File: config.mk
export PLATFORM = sky130hd
export DESIGN_NAME = flash_ctl_status_reg
export DESIGN_NICKNAME = d
export VERILOG_FILES = /design/src/rtl/fcsr_pkg.sv /design/src/rtl/fcsr_decode.sv /design/src/rtl/fcsr_state.sv /design/src/rtl/fcsr_readback.sv /design/src/rtl/flash_ctl_status_reg.sv
export SDC_FILE = /design/constraint.sdc
export NUM_CORES = 1
export LEC_CHECK = 0
export BUFFER_PORTS_ARGS = -buffer_cell sky130_fd_sc_hd__buf_2
export CAP_MARGIN = 15
export CORE_AREA = 2 2 39 41
export CTS_CLUSTER_SIZE = 28
export DETAILED_ROUTE_END_ITERATION = 8
export DIE_AREA = 0 0 41 43
export GPL_TIMING_DRIVEN = 1
export PLACE_DENSITY = 0.74
export SLEW_MARGIN = 20
export SYNTH_ARGS = -nofsm -noshare
export SYNTH_HDL_FRONTEND = slang
export SYNTH_SLANG_ARGS = --single-unit
File: constraint.sdc
create_clock -name clk -period 2.24 [get_ports clk]
set_input_delay 0.448 -clock clk [delete_from_list [all_inputs] [get_ports clk]]
set_output_delay 0.448 -clock clk [all_outputs]
set_load 0.02 [all_outputs]
File: src/rtl/fcsr_pkg.sv
package fcsr_pkg;
  localparam int DATA_W  = 8;
  localparam int IEN_BIT = 7;
  localparam int RDY_BIT = 6;
endpackage

File: src/rtl/fcsr_decode.sv
module fcsr_decode #(
  parameter int              ADDR_W   = 24,
  parameter logic [ADDR_W-1:0] REG_ADDR = 'hAE
) (
  input  logic [ADDR_W-1:0] addr,
  input  logic              wr,
  input  logic              rd,
  output logic              wr_hit,
  output logic              rd_hit
);
  logic sel;
  assign sel    = (addr == REG_ADDR);
  assign wr_hit = wr & sel;
  assign rd_hit = rd & sel;
endmodule

File: src/rtl/fcsr_state.sv
module fcsr_state (
  input  logic clk,
  input  logic rst_n,
  input  logic wr_hit,
  input  logic wdata_en,
  input  logic wdata_rdy,
  input  logic done,
  input  logic start_req,
  output logic en_q,
  output logic flag_q,
  output logic start_acc
);
  logic flag_d;

  assign start_acc = start_req & flag_q;

  always_comb begin
    flag_d = flag_q;
    if (done)                      flag_d = 1'b1;
    else if (wr_hit && !wdata_rdy) flag_d = 1'b0;
    else if (start_acc)            flag_d = 1'b0;
  end

  always_ff @(posedge clk) begin
    if (!rst_n) begin
      en_q   <= 1'b0;
      flag_q <= 1'b0;
    end else begin
      if (wr_hit) en_q <= wdata_en;
      flag_q <= flag_d;
    end
  end

  assert_done_sets_R3: assert property (@(posedge clk) disable iff (!rst_n)
    done |=> flag_q);
  assert_zero_clears_R4: assert property (@(posedge clk) disable iff (!rst_n)
    (wr_hit && !wdata_rdy && !done) |=> !flag_q);
  assert_one_keeps_R4: assert property (@(posedge clk) disable iff (!rst_n)
    (wr_hit && wdata_rdy && !done && !start_acc) |=> flag_q == $past(flag_q));
  assert_start_clears_R8: assert property (@(posedge clk) disable iff (!rst_n)
    (start_acc && !done) |=> !flag_q);
  assert_enable_load_R11: assert property (@(posedge clk) disable iff (!rst_n)
    wr_hit |=> en_q == $past(wdata_en));
endmodule

File: src/rtl/fcsr_readback.sv
module fcsr_readback
  import fcsr_pkg::*;
(
  input  logic              clk,
  input  logic              rst_n,
  input  logic              rd_hit,
  input  logic              rmw,
  input  logic              en_q,
  input  logic              flag_q,
  output logic [DATA_W-1:0] rdata
);
  logic [DATA_W-1:0] view;

  always_comb begin
    view          = '0;
    view[IEN_BIT] = en_q;
    view[RDY_BIT] = flag_q | rmw;
  end

  always_ff @(posedge clk) begin
    if (!rst_n)      rdata <= '0;
    else if (rd_hit) rdata <= view;
    else             rdata <= '0;
  end

  assert_rmw_reads_one_R6: assert property (@(posedge clk) disable iff (!rst_n)
    (rd_hit && rmw) |=> rdata[RDY_BIT]);
  assert_idle_zero_R10: assert property (@(posedge clk) disable iff (!rst_n)
    !rd_hit |=> rdata == '0);
  assert_reserved_zero_R9: assert property (@(posedge clk) disable iff (!rst_n)
    rdata[RDY_BIT-1:0] == '0);
endmodule

File: src/rtl/flash_ctl_status_reg.sv
module flash_ctl_status_reg
  import fcsr_pkg::*;
#(
  parameter int                ADDR_W   = 24,
  parameter logic [ADDR_W-1:0] REG_ADDR = 'hAE
) (
  input  logic              clk,
  input  logic              rst_n,
  input  logic [ADDR_W-1:0] bus_addr,
  input  logic              bus_wr,
  input  logic [DATA_W-1:0] bus_wdata,
  input  logic              bus_rd,
  input  logic              bus_rmw,
  output logic [DATA_W-1:0] bus_rdata,
  input  logic              algo_done,
  input  logic              start_req,
  output logic              algo_start,
  output logic              irq,
  output logic              op_permit
);
  logic wr_hit, rd_hit, en_q, flag_q;
  logic wdata_unused;

  assign wdata_unused = ^bus_wdata[RDY_BIT-1:0];

  fcsr_decode #(.ADDR_W(ADDR_W), .REG_ADDR(REG_ADDR)) u_decode (
    .addr(bus_addr), .wr(bus_wr), .rd(bus_rd),
    .wr_hit(wr_hit), .rd_hit(rd_hit)
  );

  fcsr_state u_state (
    .clk(clk), .rst_n(rst_n), .wr_hit(wr_hit),
    .wdata_en(bus_wdata[IEN_BIT]), .wdata_rdy(bus_wdata[RDY_BIT]),
    .done(algo_done), .start_req(start_req),
    .en_q(en_q), .flag_q(flag_q), .start_acc(algo_start)
  );

  fcsr_readback u_readback (
    .clk(clk), .rst_n(rst_n), .rd_hit(rd_hit), .rmw(bus_rmw),
    .en_q(en_q), .flag_q(flag_q), .rdata(bus_rdata)
  );

  assign irq       = en_q & flag_q;
  assign op_permit = flag_q;

  assert_done_wins_R5: assert property (@(posedge clk) disable iff (!rst_n)
    algo_done |=> op_permit);
  assert_blocked_start_R7: assert property (@(posedge clk) disable iff (!rst_n)
    (!op_permit && !algo_done) |=> !op_permit);
  assert_irq_en_drop_R2: assert property (@(posedge clk) disable iff (!rst_n)
    (wr_hit && !bus_wdata[IEN_BIT]) |=> !irq);
endmodule

==> reports/qor.csv <==
stage,metric,value,unit
cells_and_area,FF/Latch Area,80.1,um^2
pwr,Leak,0.283,nW
global_route,gr busiest metal,met2,
setup_path,"Cell Chain, Critical Path","buf_2, or4_4, nor4_4, nand3_2, o311a_1",
setup_path,slowest CP cell,or4_4,
run_status,status,"finished, final reports clean",
clocking,# Post-CTS Setup Buffers,0,
route,first-iteration detailed-routing DRC count,0,
sta,fin crit period,1.70,ns
route,TritonRoute pass-1 iters,1,
die,core area,1380,um^2
yosys,Post-Syn Area per Cell,9.57,um^2
global_route,All-Layer GR Usage,10.7,%
setup_path,nature of the critical path endpoint,flip-flop,
yosys,Synth cell types,18,
cells_and_area,footprint of the multi-input gates,186,um^2
setup_path,Arrival @ worst endpoint,1.82,ns
clocking,Worst-Skew Late Latency,0.23,ns
global_route,met1 GRT Util,9.87,%
clocking,Clock transition at path regs,0.04,ns
yosys,post-synthesis register bit count,4,
cells_and_area,Area Growth Syn to Fin,67.9,%
sta,RSZ-0062 raised after global routing,false,
clocking,CTS tree,built,
sta,Setup TNS,0,ns
setup_path,WP depth,5,
yosys,Synth Instances,31,
clocking,CTS Buffer Depth,2,
setup_path,Worst Path Required,2.36,ns
placed_design,GPL Wtd Cong,0.634,
route,WL final,722,um
cells_and_area,share of layout cells above drive strength 1,64.3,%
die,area of the die,1760,um^2
die,Starting Density,21.4,%
sta,# setup viols final,0,
setup_path,Worst R2R Path Depth,2,
global_route,largest net degree at the start of global routing,6,
setup_path,Crit Path Class,in2reg,
pwr,Pwr per Cell Area,427,nW/um^2
min_path,hold crit path type,in2reg,
global_route,initial antenna violation count,0,
die,num rows,14,
setup_path,CP Buf/Inv Count,1,
die,IO Pins,50,
route,DRT antenna net count,0,
cells_and_area,final core utilization,36.0,%
clocking,H-Tree Level Count,1,
pwr,maximum vdd drop,0.122,mV
job,Max-Cap Viols,0,
placed_design,PortBufs,37,
route,DRC viols,0,
sta,achievable clock frequency,588,MHz
yosys,Synth Warn #,0,
clocking,CTS Sinks,4,
die,Die H,43,um
min_path,WHS Path Cells,2,
sta,Tcrit/Tclk final,75.9,%
yosys,"Cell Area, Synth",297,um^2
setup_path,Max stage delay on crit path,0.53,ns
clocking,cts bufs inserted,3,
route,routed vias/inst,4.12,
setup_path,top cell family by delay on the critical path,simple AND/OR/NAND/NOR gates,
setup_path,CP max FO,2,
setup_path,CP Launch Type,primary input,
clocking,post-CTS sizing,0,
cells_and_area,diode count,0,
global_route,global-route track usage on met3,0,%
placed_design,Post-DP HPWL,664,um
sta,Fin. Hold Viols,0,
sta,Slew Limit Fails,0,
cells_and_area,Nets,111,
route,Vias,354,
global_route,first-pass GRT wire length,1300,um
sta,clock skew,0.0000724,ns
clocking,Root Driver,clkbuf_4,
die,DIE WIDTH,41,um
route,WL/cell,8.40,um
yosys,"Seq/Total Area, Yosys",27.0,%
clocking,"Hold-fix buffers, CTS",0,
global_route,number of global-route vias before repair,373,
global_route,Congestion Overflow GR,0,
global_route,routing usage on met2,19.1,%
cells_and_area,fillcell total,160,
-- sequential cells by signal (all words and copies together), names as in the netlist --
signal / cells
u_state.flag_q: 1
u_state.en_q: 1
u_readback.rdata: 2
-- layout by cell type, fill, tap and decap left out, types with 2 or more instances in the layout --
master    instances
and2_1            3
clkbuf_4          3
dfxtp_1           4
buf_2            37
conb_1            6
nand2_1           2
or4_4             2
or4_1             2
-- power breakdown --
part	leakage (nW)	switching, mW	internal (mW)
logic	0.237	0.0225	0.0259
clock network	0.0138	0.0301	0.0600
registers	0.0325	0.00125	0.0728
total	0.283	0.0539	0.159
-- kinds of logic after synthesis --
kind of cell	Yosys count	share of synthesized area (%)
AND/OR/NAND/NOR	15	43.5
buffers and inverters	7	16.5
flip-flops	4	27.0
AO/OA/AOI/OAI	3	8.44
multiplexers	1	3.38
other	1	1.26
-- cell type report --
class	instances	share of cell area, %
Multi-Input combinational cell	25	37.4
Timing Repair Buffer	37	37.2
Sequential cell	4	16.1
Clock buffer	3	4.52
Tap cell	16	4.02
Inverter	1	0.754
-- synthesized netlist by cell type --
master / instances / share of area, %
o21a_1: 1 / 2.5
nor2_1: 1 / 1.3
o311a_1: 1 / 3.4
dfxtp_1: 4 / 27
and2_1: 3 / 6.3
inv_1: 1 / 1.3
a21o_1: 1 / 2.5
and4_2: 1 / 3.4
nand2_1: 2 / 2.5
conb_1: 1 / 1.3
nor4_4: 1 / 7.2
buf_4: 6 / 15
mux2i_1: 1 / 3.4
nand4bb_1: 1 / 3.8
or4_4: 2 / 7.6
or4_1: 2 / 5.1
nand4b_1: 1 / 3.0
nand3_2: 1 / 3.4
-- worst reg2reg max path: stages, from the launching register on --
cell and delay, ns:
dfxtp_1 0.33, a21o_1 0.16, o311a_1 0.11
-- layer usage --
metal | part of all wire [%] | vias up | wire length [um]
met1 | 30 | 156 | 215
met4 | 0 | 0 | 0
met5 | 0 | - | 0
li1 | - | 180 | -
met3 | 7.9 | 0 | 57
met2 | 62 | 18 | 449
-- final timing paths --
path                   from             endpoint  slack (ns)
max            bus_addr[17]       u_state.flag_q        0.54
min                 bus_rmw  u_readback.rdata[6]        0.43
max reg2reg  u_state.flag_q       u_state.flag_q        1.52
min reg2reg    u_state.en_q  u_readback.rdata[7]        0.46
-- per-stage QoR --
stage,cell area (um^2),cells,setup slack (ns),hold slack (ns),power (mW)
finish,498,86,0.540,0.429,0.213
CTS,498,86,0.526,0.433,0.215
detailed placement,475,83,0.279,0.460,0.124
global placement,475,83,0.297,0.451,0.123
floorplan,315,36,0.454,0.442,0.102
global route,498,86,0.467,0.452,0.227
(Power assumes the default switching activity.)
